==> config.mk <==
export PLATFORM = sky130hd
export DESIGN_NAME = train_cmd_queue
export DESIGN_NICKNAME = d
export VERILOG_FILES = /design/src/rtl/tcq_pkg.sv /design/src/rtl/tcq_regfile.sv /design/src/rtl/tcq_sequencer.sv /design/src/rtl/tcq_rank_decode.sv /design/src/rtl/train_cmd_queue.sv
export SDC_FILE = /design/constraint.sdc
export NUM_CORES = 1
export LEC_CHECK = 0
export CAP_MARGIN = 20
export CORE_MARGIN = 8
export CORE_UTILIZATION = 40
export CTS_CLUSTER_SIZE = 12
export DETAILED_ROUTE_END_ITERATION = 10
export PLACE_DENSITY = 0.65
export SLEW_MARGIN = 10
export SYNTH_ARGS = -nofsm -noshare
export SYNTH_HDL_FRONTEND = slang
export SYNTH_SLANG_ARGS = --single-unit
==> constraint.sdc <==
create_clock -name clk -period 3 [get_ports clk]
set_input_delay 0.3 -clock clk [delete_from_list [all_inputs] [get_ports clk]]
set_output_delay 0.3 -clock clk [all_outputs]
set_load 0.02 [all_outputs]
==> src/rtl/tcq_pkg.sv <==
package tcq_pkg;
  parameter int Q_DEPTH = 4;
  parameter int IDX_W   = $clog2(Q_DEPTH);
  parameter int ADDR_W  = 16;
  parameter int BANK_W  = 3;
  parameter int RANK_W  = 2;
  parameter int WAIT_W  = 16;
  parameter int DATA_W  = 32;
  parameter int SEL_W   = IDX_W + 2;

  // field positions inside the written words
  parameter int BANK_LSB = 20;
  parameter int RANK_LSB = 24;
  parameter int WAIT_LSB = 16;
  parameter int CNT_LSB  = 16;
  parameter int CNT_W    = IDX_W + 2;

  typedef enum logic [1:0] {
    KIND_ADDR = 2'd0,
    KIND_CMD  = 2'd1,
    KIND_WAIT = 2'd2,
    KIND_CTRL = 2'd3
  } word_kind_e;

  typedef struct packed {
    logic [ADDR_W-1:0] addr;
    logic [BANK_W-1:0] bank;
    logic [RANK_W-1:0] rank;
    logic              ras_n;
    logic              cas_n;
    logic              we_n;
    logic [WAIT_W-1:0] wait_cnt;
  } q_entry_t;

  // count field holds (n-1)*4: drop the two low bits to get the last index
  function automatic logic [IDX_W-1:0] f_last_index(input logic [CNT_W-1:0] field);
    return field[CNT_W-1:2];
  endfunction

  function automatic logic [(1<<RANK_W)-1:0] f_rank_onehot(input logic [RANK_W-1:0] r);
    logic [(1<<RANK_W)-1:0] v;
    v = '0;
    v[r] = 1'b1;
    return v;
  endfunction
endpackage

==> src/rtl/tcq_regfile.sv <==
module tcq_regfile
  import tcq_pkg::*;
(
  input  logic              clk,
  input  logic              rst_n,
  input  logic              wr_en,
  input  logic [SEL_W-1:0]  wr_sel,
  input  logic [DATA_W-1:0] wr_data,
  input  logic [IDX_W-1:0]  rd_idx,
  output q_entry_t          rd_entry,
  output logic              start_req,
  output logic [IDX_W-1:0]  start_last
);
  q_entry_t ents [Q_DEPTH];

  logic [1:0]       wr_kind;
  logic [IDX_W-1:0] wr_idx;
  assign wr_kind = wr_sel[SEL_W-1:IDX_W];
  assign wr_idx  = wr_sel[IDX_W-1:0];

  for (genvar g = 0; g < Q_DEPTH; g++) begin : g_ent
    logic hit;
    assign hit = wr_en && (wr_idx == IDX_W'(g));
    always_ff @(posedge clk or negedge rst_n) begin
      if (!rst_n) begin
        ents[g].addr     <= '0;
        ents[g].bank     <= '0;
        ents[g].rank     <= '0;
        ents[g].ras_n    <= 1'b1;
        ents[g].cas_n    <= 1'b1;
        ents[g].we_n     <= 1'b1;
        ents[g].wait_cnt <= '0;
      end else if (hit) begin
        case (wr_kind)
          KIND_ADDR: begin
            ents[g].addr <= wr_data[ADDR_W-1:0];
            ents[g].bank <= wr_data[BANK_LSB +: BANK_W];
            ents[g].rank <= wr_data[RANK_LSB +: RANK_W];
          end
          KIND_CMD: begin
            ents[g].ras_n <= wr_data[0];
            ents[g].cas_n <= wr_data[1];
            ents[g].we_n  <= wr_data[2];
          end
          KIND_WAIT: ents[g].wait_cnt <= wr_data[WAIT_LSB +: WAIT_W];
          default: ;
        endcase
      end
    end
  end

  assign rd_entry   = ents[rd_idx];
  assign start_req  = wr_en && (wr_kind == KIND_CTRL) && wr_data[0];
  assign start_last = f_last_index(wr_data[CNT_LSB +: CNT_W]);
endmodule

==> src/rtl/tcq_sequencer.sv <==
module tcq_sequencer
  import tcq_pkg::*;
(
  input  logic              clk,
  input  logic              rst_n,
  input  logic              start_req,
  input  logic [IDX_W-1:0]  start_last,
  input  logic [WAIT_W-1:0] cur_wait,
  output logic [IDX_W-1:0]  idx,
  output logic              issue,
  output logic              busy,
  output logic              done
);
  typedef enum logic [1:0] {S_IDLE, S_ISSUE, S_WAIT} seq_state_e;

  seq_state_e        state;
  logic [IDX_W-1:0]  last_q;
  logic [WAIT_W-1:0] cnt;
  logic              at_last;

  assign at_last = (idx == last_q);

  always_ff @(posedge clk or negedge rst_n) begin
    if (!rst_n) begin
      state  <= S_IDLE;
      idx    <= '0;
      last_q <= '0;
      cnt    <= '0;
      done   <= 1'b0;
    end else begin
      done <= 1'b0;
      case (state)
        S_IDLE: begin
          if (start_req) begin
            state  <= S_ISSUE;
            idx    <= '0;
            last_q <= start_last;
          end
        end
        S_ISSUE: begin
          if (cur_wait != '0) begin
            state <= S_WAIT;
            cnt   <= cur_wait;
          end else if (at_last) begin
            state <= S_IDLE;
            done  <= 1'b1;
          end else begin
            idx <= idx + 1'b1;
          end
        end
        S_WAIT: begin
          if (cnt == WAIT_W'(1)) begin
            if (at_last) begin
              state <= S_IDLE;
              done  <= 1'b1;
            end else begin
              state <= S_ISSUE;
              idx   <= idx + 1'b1;
            end
          end else begin
            cnt <= cnt - 1'b1;
          end
        end
        default: state <= S_IDLE;
      endcase
    end
  end

  assign issue = (state == S_ISSUE);
  assign busy  = (state != S_IDLE);

  // the end of a run is marked by done
  assert_done_on_end_R9: assert property (@(posedge clk) disable iff (!rst_n)
    $fell(busy) |-> done);
  // done is a single-cycle pulse
  assert_done_single_R9: assert property (@(posedge clk) disable iff (!rst_n)
    done |=> !done);
  // done never overlaps busy
  assert_done_not_busy_R9: assert property (@(posedge clk) disable iff (!rst_n)
    done |-> !busy);
  // a non-zero wait forbids an issue in the following cycle
  assert_wait_gap_R6: assert property (@(posedge clk) disable iff (!rst_n)
    (issue && cur_wait != '0) |=> !issue);
  // a start during a run does not disturb the latched count
  assert_ignore_start_R8: assert property (@(posedge clk) disable iff (!rst_n)
    (busy && start_req) |=> $stable(last_q));
  // the index only moves forward by one while running
  assert_idx_step_R4: assert property (@(posedge clk) disable iff (!rst_n)
    (busy && $past(busy) && !$stable(idx)) |-> (idx == $past(idx) + 1'b1));
endmodule

==> src/rtl/tcq_rank_decode.sv <==
module tcq_rank_decode
  import tcq_pkg::*;
(
  input  logic                   clk,
  input  logic                   rst_n,
  input  logic                   issue,
  input  logic [RANK_W-1:0]      rank,
  output logic [(1<<RANK_W)-1:0] cs_n
);
  localparam int NRANK = 1 << RANK_W;
  logic [NRANK-1:0] sel;
  assign sel = f_rank_onehot(rank);

  for (genvar r = 0; r < NRANK; r++) begin : g_cs
    assign cs_n[r] = ~(issue & sel[r]);
  end

  // at most one chip select low, and one is low in every issue cycle
  assert_cs_onehot_R7: assert property (@(posedge clk) disable iff (!rst_n)
    $onehot0(~cs_n));
  assert_cs_on_issue_R7: assert property (@(posedge clk) disable iff (!rst_n)
    issue |-> ($countones(~cs_n) == 1));
endmodule

==> src/rtl/train_cmd_queue.sv <==
module train_cmd_queue
  import tcq_pkg::*;
(
  input  logic              clk,
  input  logic              rst_n,
  input  logic              wr_en,
  input  logic [3:0]        wr_sel,
  input  logic [31:0]       wr_data,
  output logic              ras_n,
  output logic              cas_n,
  output logic              we_n,
  output logic [15:0]       cmd_addr,
  output logic [2:0]        cmd_bank,
  output logic [3:0]        cs_n,
  output logic              busy,
  output logic              done
);
  q_entry_t         cur;
  logic [IDX_W-1:0] idx;
  logic             issue;
  logic             start_req;
  logic [IDX_W-1:0] start_last;

  tcq_regfile u_regs (
    .clk(clk), .rst_n(rst_n), .wr_en(wr_en), .wr_sel(wr_sel),
    .wr_data(wr_data), .rd_idx(idx), .rd_entry(cur),
    .start_req(start_req), .start_last(start_last)
  );

  tcq_sequencer u_seq (
    .clk(clk), .rst_n(rst_n), .start_req(start_req), .start_last(start_last),
    .cur_wait(cur.wait_cnt), .idx(idx), .issue(issue), .busy(busy), .done(done)
  );

  tcq_rank_decode u_cs (
    .clk(clk), .rst_n(rst_n), .issue(issue), .rank(cur.rank), .cs_n(cs_n)
  );

  assign ras_n    = issue ? cur.ras_n : 1'b1;
  assign cas_n    = issue ? cur.cas_n : 1'b1;
  assign we_n     = issue ? cur.we_n  : 1'b1;
  assign cmd_addr = issue ? cur.addr  : '0;
  assign cmd_bank = issue ? cur.bank  : '0;

  // outside a run the bus is idle
  assert_idle_bus_R5: assert property (@(posedge clk) disable iff (!rst_n)
    !busy |-> (ras_n && cas_n && we_n && (&cs_n) && cmd_addr == '0));
  // an accepted start from idle begins with entry 0 on the next cycle
  assert_start_first_R3: assert property (@(posedge clk) disable iff (!rst_n)
    (!busy && start_req) |=> (issue && idx == '0));
endmodule

==> impl_metrics.tcl, run 1 <==
set metrics [dict create \
    r2r-end "u_seq.idx[1]$_DFFE_PN0P_" \
    drtIter0Drc 330 \
    final_cell_mix "dfrtp_1 (169), mux2_2 (163), clkdlybuf4s50_1 (65), mux4_2 (31), nand2_1 (27)" \
    initial_core_util 0.405 \
    synth_area_per_cell_um2 14.1 \
    gp_congestion 0.862 \
    io_pins 67 \
    powerDensity_nw_per_um2 921 \
    synth_edf_count 0 \
    critPathKind "reg -> out" \
    place_area_um2 9810 \
    grt_overflow 0 \
    netlist_instances 622 \
    grt_usage 0.155 \
    finalNetCount 744 \
    rsz0062_at_grt "no" \
    setup.worst_path.start_class "flip-flop" \
    async_flop_share 1.00 \
    root_buffer "clkbuf_16" \
    dp_hpwl_mm 13.8 \
    yosysSeqAreaShare 0.525 \
    route.detailed.drc 0 \
    clock-sinks 183 \
    synth_area_um2 8750 \
    maxCapViolCount 0 \
    ys_types 50 \
    fin_crit_ps 2870 \
    cts_buffer_depth 2 \
    hp-class "in -> async" \
    r2r_slack_ps 200 \
    syn2layout_area_growth_pct 19.6 \
    cts.htree.levels 4 \
    dr.pass1.iters 5 \
    grtUsageMet3 0.0341 \
    die_x_um 164 \
    final_util 0.484 \
    coreArea_um2 21600 \
    ys_ff_latch 183 \
    cp.required_ps 2700 \
    ys_warn_count 0 \
    clock_latency_ps 430 \
    leakagePower_uw 0.00432 \
    syn-num-nets 667 \
    cts.clk_slew.worst_paths_ps 90 \
    crit_fanout 19 \
    top_usage_layer "met2" \
    crit_arrival_ps 2570 \
    cts_tree "yes" \
    grt_pass1_wl_mm 32.4 \
    use_met2 0.268 \
    grt_max_degree 71 \
    antennaDiodeCount 0 \
    portBuffers 66 \
    synth-main-ff-cell "dfrtp_1" \
    grt_pass1_vias 6056 \
    numCtsBuffers 17 \
    num_vias 5525 \
    hold_violations 0 \
    drt_wl_total_mm 20.0 \
    vias_per_cell 5.57 \
    max_freq_ghz 0.348 \
    setup_violations 0 \
    status "completed" \
    die_area_um2 26900 \
    fin_tns_setup_ps 0 \
    drive_gt1_frac 0.388 \
    use_met1 0.190 \
    worst_hold_slack_ps 412 \
    antenna_found_initial 0 \
    design_area_um2 10500 \
    drt.antenna.violating_nets 0 \
    layout_commonest_cell "dfrtp_1" \
    rows 54 \
    crit_path_end_kind "output pin" \
    post-route-period-util 0.957 \
    cp_cell_sequence "buf_4 > mux4_2 > nor2b_1 > nand2b_1 > clkdlybuf4s50_1" \
    routedWlPerCell_um 20.2 \
    cp_slowest_stage_delay_ps 640 \
    max-slew-margin-rel 0.444 \
    fill_cells 1861 \
    r2r_cells 7 \
    die_h_um 164 \
    skew_ps 8.04 \
    peakVddDrop_uv 511 \
    slew_viol_final 0 \
    worst_pin_slew_ps 834 \
    slowest_stage "dfrtp_2" \
    r2r_start "u_seq.idx[0]$_DFFE_PN0P_" \
]
state kept, by name (all words and copies together), names as in the netlist:
register and cells:
u_seq.done 1, u_regs.ents 160, u_seq.idx 2, u_seq.last_q 2, u_seq.cnt 16, u_seq.state 2
cell families (layout without fill, tap and decap cells):
logic type      after synthesis  count (layout)  synth area share
xor+xnor                      2               2           0.00200
flops                       183             183             0.525
mux                         203             203             0.317
buf+inv                      48             138            0.0247
fa+ha+maj                     6               6           0.00858
simple gates                123             123            0.0774
compound gates               57              57            0.0452
per-stage QoR:
stage	cells	total power (uW)	setup WS [ps]
3_5_place_dp	959	7400	303
6_report	992	9630	130
5_1_grt	992	10200	19.9
3_3_place_gp	959	7270	318
4_1_cts	991	9690	82.1
2_1_floorplan	622	6130	459
power by group:
part	internal, uW	switching [uW]	leakage [uW]
Combinational	1950	1800	0.00180
Sequential	3150	474	0.00222
Clock	1140	1120	0.000293
repair_timing:
| action | in CTS | in global routing |
|---|---|---|
| hold buffers | 1 | 0 |
| cloned | 0 | 1 |
| resized for setup | 1 | 0 |
| setup buffers | 0 | 0 |
| endpoints found under the setup margin | 8 | 1 |
| endpoints found under the hold margin | 54 | 0 |
synthesized netlist by cell type, drive strengths merged (12+ instances only):
library cell / number / area (um^2)
nor2: 14 / 52.6
mux4: 40 / 935
mux2: 163 / 1840
o21ai: 12 / 60.1
inv: 13 / 48.8
dfrtp: 171 / 4280
and2: 19 / 119
nand2: 27 / 101
clkbuf: 26 / 97.6
dfstp: 12 / 315
worst max-delay path by stage:
stage	startpoint	end	slack (ps)	depth (start not counted)
5_1_grt	u_seq.idx[1]$_DFFE_PN0P_	cs_n[0]	20	5
4_1_cts	u_seq.idx[1]$_DFFE_PN0P_	cs_n[0]	80	5
3_3_place_gp	u_seq.idx[0]$_DFFE_PN0P_	u_seq.idx[1]$_DFFE_PN0P_	320	7
3_5_place_dp	u_seq.idx[0]$_DFFE_PN0P_	u_seq.idx[1]$_DFFE_PN0P_	300	7
6_report	u_seq.idx[1]$_DFFE_PN0P_	cs_n[0]	130	5
2_1_floorplan	u_seq.idx[0]$_DFFE_PN0P_	u_seq.idx[1]$_DFFE_PN0P_	460	9
cell type report:
cell class,count,area [um^2],area share
clock buffer,17,425,0.0407
timing repair buffer,92,902,0.0863
multi-input combinational,391,3940,0.376
tap,280,350,0.0335
clock inverter,15,194,0.0185
inverter,14,52.6,0.00502
sequential,183,4600,0.440
worst max-delay path: cells and delay by family, from the launching register on:
family,cells,cell delay (ps)
buf+inv,2,870
simple gates,2,240
flops,1,640
mux,1,380
metal layers:
metal  routed length (um)  part of all wire  up-vias
li1                     -                 -     2480
met1                 8490              0.42     2901
met2                10400              0.52      125
met3                  853             0.043       19
met4                  246             0.012        0
met5                    0                 0        -
Note: power is estimated with default switching activity, not from simulation.
==> run 2, diff against run 1 <==
==> constraint.sdc (replaced) <==
create_clock -name clk -period 3 [get_ports clk]
set_input_delay 0.3 -clock clk [delete_from_list [all_inputs] [get_ports clk]]
set_output_delay 0.3 -clock clk [all_outputs]
set_load 0.1 [all_outputs]
==> run 2 against run 1 <==
  * First-iteration DRC count fell by 10%
  * Sequential power barely moved
  * Combinational power rose by 36%
  * Worst hold slack improved by 39 ps
  * Critical path type is now reg -> reg
  * Largest cell class unchanged
==> impl_metrics.tcl, run 2 (synthesis gave the netlist of run 1 again) <==
set metrics [dict create \
    cts_tree "yes" \
    hp-class "in -> async" \
    multi_input_area_um2 3940 \
    power.total_uw 11000 \
    drive_gt1_frac 0.426 \
    crit_family "simple AND/OR/NAND/NOR gates" \
    cp_slowest_stage_delay_ps 600 \
    dp.cells 960 \
    syn2layout_area_growth_pct 21.6 \
    worst_slack_ps 168 \
    crit_fanout 14 \
    powerDensity_nw_per_um2 1030 \
    numCtsBuffers 17 \
    finalNetCount 745 \
    crit_path_end_kind "flip-flop" \
    coreArea_um2 21600 \
    setup.worst_path.start_class "flip-flop" \
    crit_buf_inv 1 \
    worst-path-stages 7 \
    max_freq_ghz 0.353 \
    gp_congestion 0.855 \
    largest_registers "u_regs.ents (160), u_seq.cnt (16)" \
    crit_arrival_ps 3150 \
    leakagePower_uw 0.00444 \
    r2r_cells 7 \
    cp.required_ps 3310 \
    cts.clk_slew.worst_paths_ps 80 \
    die_x_um 164 \
    final_cell_mix "dfrtp_1 (169), mux2_2 (163), clkdlybuf4s50_1 (37), mux4_2 (31), buf_4 (29)" \
    status "completed" \
    drtIter0Drc 296 \
    slowest_stage "mux4_1" \
    io_pins 67 \
    clock-sinks 183 \
    setup_violations 0 \
    cts_buffer_depth 2 \
    largest_reg_flops 160 \
    maxCapViolCount 0 \
    fin_tns_setup_ps 0 \
    worst_pin_slew_ps 758 \
    fill_cells 1844 \
    drt.antenna.violating_nets 0 \
    post-route-period-util 0.944 \
    grt_pass1_vias 6055 \
    largest-register "u_regs.ents" \
    cp_cell_sequence "buf_12 > mux4_1 > nor4_1 > and4_1 > nor2b_2 > or4_1 > a22o_1" \
    initial_core_util 0.405 \
    layout_commonest_cell "dfrtp_1" \
    routedWlPerCell_um 20.4 \
    vias_per_cell 5.59 \
    root_buffer "clkbuf_16" \
    pre_cts_ws_ps 202 \
    ff_latch_area_um2 4600 \
    die_area_um2 26900 \
    r2r-end "u_seq.idx[1]$_DFFE_PN0P_" \
    peakVddDrop_uv 587 \
    grt_max_degree 84 \
    rsz0062_at_grt "no" \
    grt_pass1_wl_mm 33.6 \
    dr.pass1.iters 5 \
    clock_latency_ps 430 \
    slew_viol_final 0 \
    final_util 0.492 \
    max-slew-margin-rel 0.495 \
    grt_overflow 0 \
    antenna_found_initial 0 \
    route.detailed.drc 0 \
    post_cts_resized 0 \
    critPathKind "reg -> reg" \
    num_vias 5546 \
    die_h_um 164 \
    hold_violations 0 \
    final_cells 993 \
    grt_usage 0.159 \
    fin_crit_ps 2830 \
    rows 54 \
    r2r_slack_ps 170 \
    skew_ps 7.70 \
    portBuffers 66 \
    drt_wl_total_mm 20.3 \
    dp_hpwl_mm 14.2 \
    cts.htree.levels 4 \
    antennaDiodeCount 0 \
    r2r_start "u_seq.idx[0]$_DFFE_PN0P_" \
    post_cts_buffers 0 \
]
[run 2: changes by cell type in the layout (fill, tap and decap cells not counted), sizes merged]
cell and change:
clkinvlp -2, bufinv +1, clkdlybuf4s50 -28, buf +30, clkbuf -1, inv +1
[run 2: layer usage]
metal | vias to the layer above | GRT usage | part of all wire
met5 | - | 0 | 0
met4 | 0 | 0.0421 | 0.011
met2 | 158 | 0.269 | 0.51
met1 | 2877 | 0.205 | 0.43
li1 | 2494 | - | -
met3 | 17 | 0.0338 | 0.049
[run 2: timing repair]
action / in CTS / in global routing
hold buffers: 1 / 0
endpoints found under the setup margin: 0 / 0
hold endpoints to repair: 67 / 0
[run 2: worst max path at each step]
stage,to,from,slack [ps]
finish,u_seq.idx[1]$_DFFE_PN0P_,u_seq.idx[0]$_DFFE_PN0P_,170
global placement,u_seq.idx[1]$_DFFE_PN0P_,u_seq.idx[0]$_DFFE_PN0P_,260
detailed placement,u_seq.idx[1]$_DFFE_PN0P_,u_seq.idx[0]$_DFFE_PN0P_,200
floorplan,cmd_addr[10],u_seq.idx[0]$_DFFE_PN0P_,320
global route,u_seq.idx[1]$_DFFE_PN0P_,u_seq.idx[0]$_DFFE_PN0P_,30
CTS,u_seq.idx[1]$_DFFE_PN0P_,u_seq.idx[0]$_DFFE_PN0P_,180
[run 2: cell type report]
cell class,instances,area share
tap,280,0.0329
timing repair buffer,93,0.104
clock buffer,17,0.0400
multi-input combinational,391,0.370
sequential,183,0.432
inverter,14,0.00494
clock inverter,15,0.0153
[run 2: per-stage QoR]
step           cell area, um^2  hold WS, ps
4_1_cts                  10600          494
6_report                 10600          451
5_1_grt                  10600          503
2_1_floorplan             8750         4.41
3_5_place_dp             10000          390
3_3_place_gp             10000          381
[run 2: where the power goes]
group	internal [uW]	switching [uW]	leakage, uW
clock network	1190	1030	0.000293
registers	3150	488	0.00222
logic	2200	2910	0.00192
total	6530	4430	0.00444
==> run 3, diff against run 2 <==
--- a/config.mk
+++ b/config.mk
@@ -8,8 +8,10 @@
 export CAP_MARGIN = 20
 export CORE_MARGIN = 8
 export CORE_UTILIZATION = 40
+export CTS_CLUSTER_DIAMETER = 120
 export CTS_CLUSTER_SIZE = 12
 export DETAILED_ROUTE_END_ITERATION = 10
+export GPL_TIMING_DRIVEN = 0
 export PLACE_DENSITY = 0.65
 export SLEW_MARGIN = 10
 export SYNTH_ARGS = -nofsm -noshare
==> run 3 against run 2 <==
  * Utilization is 1.3 points lower
  * Non-clock buffer count is 8 higher
  * Setup slack worse by 39 ps
  * Via count is 1.2% lower
  * Die area stayed put
  * Sequential power is 3% lower
  * Combinational power is 6.5% lower
  * First-iteration DRC count is 17% higher
  * Sequential cell count stayed put
  * Largest cell class unchanged
==> impl_metrics.tcl, run 3 (synthesis gave the netlist of run 1 again) <==
set metrics [dict create \
    hold_violations 0 \
    final_cells 1001 \
    die_x_um 164 \
    root_buffer "clkbuf_16" \
    worst_hold_slack_ps 418 \
    route.detailed.drc 0 \
    vias_per_cell 5.47 \
    critPathKind "reg -> reg" \
    setup_violations 0 \
    leakagePower_uw 0.00434 \
    drive_gt1_frac 0.404 \
    crit_path_end_kind "flip-flop" \
    finalNetCount 753 \
    place_area_um2 9780 \
    cts.htree.levels 4 \
    drtIter0Drc 347 \
    largest-register "u_regs.ents" \
    maxCapViolCount 0 \
    skew_ps 13.9 \
    largest_registers "u_regs.ents (160), u_seq.cnt (16)" \
    die_h_um 164 \
    setup.worst_path.start_class "flip-flop" \
    grt_overflow 0 \
    final_cell_mix "dfrtp_1 (171), mux2_2 (163), clkdlybuf4s50_1 (38), mux4_2 (31), nand2_1 (26)" \
    status "completed" \
    gp_congestion 0.871 \
    drt_wl_total_mm 20.5 \
    grt_usage 0.161 \
    largest_reg_flops 160 \
    grt_pass1_vias 6064 \
    grt_max_degree 115 \
    syn2layout_area_growth_pct 18.4 \
    clock_latency_ps 440 \
    antenna_found_initial 0 \
    fin_crit_ps 2870 \
    hp-class "in -> async" \
    crit_fanout 10 \
    clock-sinks 183 \
    powerDensity_nw_per_um2 1030 \
    grt_pass1_wl_mm 33.3 \
    design_area_um2 10400 \
    post_cts_buffers 0 \
    initial_core_util 0.405 \
    slew_viol_final 0 \
    worst_pin_slew_ps 973 \
    cts.clk_slew.worst_paths_ps 80 \
    numCtsBuffers 17 \
    crit_arrival_ps 3190 \
    num_vias 5480 \
    antennaDiodeCount 0 \
    peakVddDrop_uv 496 \
    max-slew-margin-rel 0.349 \
    max_freq_ghz 0.348 \
    die_area_um2 26900 \
    rows 54 \
    worst_slack_ps 128 \
    cts_tree "yes" \
    dp.cells 968 \
    r2r_slack_ps 130 \
    rsz0062_at_grt "no" \
    dr.pass1.iters 4 \
    post-route-period-util 0.957 \
    cp.required_ps 3320 \
    routedWlPerCell_um 20.4 \
    portBuffers 65 \
    cts_buffer_depth 2 \
    layout_commonest_cell "dfrtp_1" \
    pre_cts_ws_ps -722 \
    io_pins 67 \
    dp_hpwl_mm 14.6 \
    coreArea_um2 21600 \
    drt.antenna.violating_nets 0 \
]
## run 3: per-layer routing
metal / wire, um / up-vias / GRT usage
met5: 0 / - / 0
met4: 249 / 0 / 0.0537
met2: 10600 / 100 / 0.274
met1: 8720 / 2865 / 0.200
li1: - / 2497 / -
met3: 880 / 18 / 0.0346
## run 3: final cells by class
class	instances	area [um^2]
Fill cell	1915	11300
Inverter	14	52.6
Timing Repair Buffer	67	603
Clock buffer	18	429
Buffer	34	201
Multi-Input combinational cell	391	3940
Tap cell	280	350
Sequential cell	183	4590
Clock inverter	14	180
## run 3: metrics by stage
| stage | power, uW | util | setup TNS, ps |
|---|---|---|---|
| finish | 10600 | 0.479 | 0 |
| global route | 11200 | 0.479 | 0 |
| CTS | 10700 | 0.478 | -5.94 |
| detailed placement | 8450 | 0.452 | -14820 |
| global placement | 8300 | 0.451 | -962280 |
| floorplan | 7140 | - | 0 |
## run 3: power breakdown
| group | total, uW | leakage [uW] | internal (uW) | switching, uW |
|---|---|---|---|---|
| Sequential | 3540 | 0.00222 | 3150 | 391 |
| Combinational | 4770 | 0.00181 | 1820 | 2940 |
| Clock | 2310 | 0.000300 | 1270 | 1040 |
## run 3: critical path, stage by stage, from the launching register on
cell and delay, ps:
dfrtp_1 340, buf_6 180, buf_12 170, mux4_1 680
nor4_1 190, and4_1 250, buf_6 140, nor2b_2 50
or4_1 510, a22o_1 250
## run 3: path summary, 6_finish.rpt
check / startpoint / endpoint / cells after the start
max in group asynchronous: rst_n / u_regs.ents[82]$_DFFE_PN0P_ / 3
min: rst_n / u_regs.ents[30]$_DFFE_PN0P_ / 2
min in group clk: wr_sel[3] / u_regs.ents[104]$_DFFE_PN0P_ / 3
max: u_seq.idx[0]$_DFFE_PN0P_ / u_seq.idx[1]$_DFFE_PN0P_ / 9
max reg2reg: u_seq.idx[0]$_DFFE_PN0P_ / u_seq.idx[1]$_DFFE_PN0P_ / 9
min reg2reg: u_regs.ents[133]$_DFFE_PN0P_ / u_regs.ents[133]$_DFFE_PN0P_ / 1
## run 3: repair_timing
action	in CTS	in global routing
resized for setup	123	16
hold buffers	1	0
endpoints found under the setup margin	43	37
hold endpoints to repair	69	0
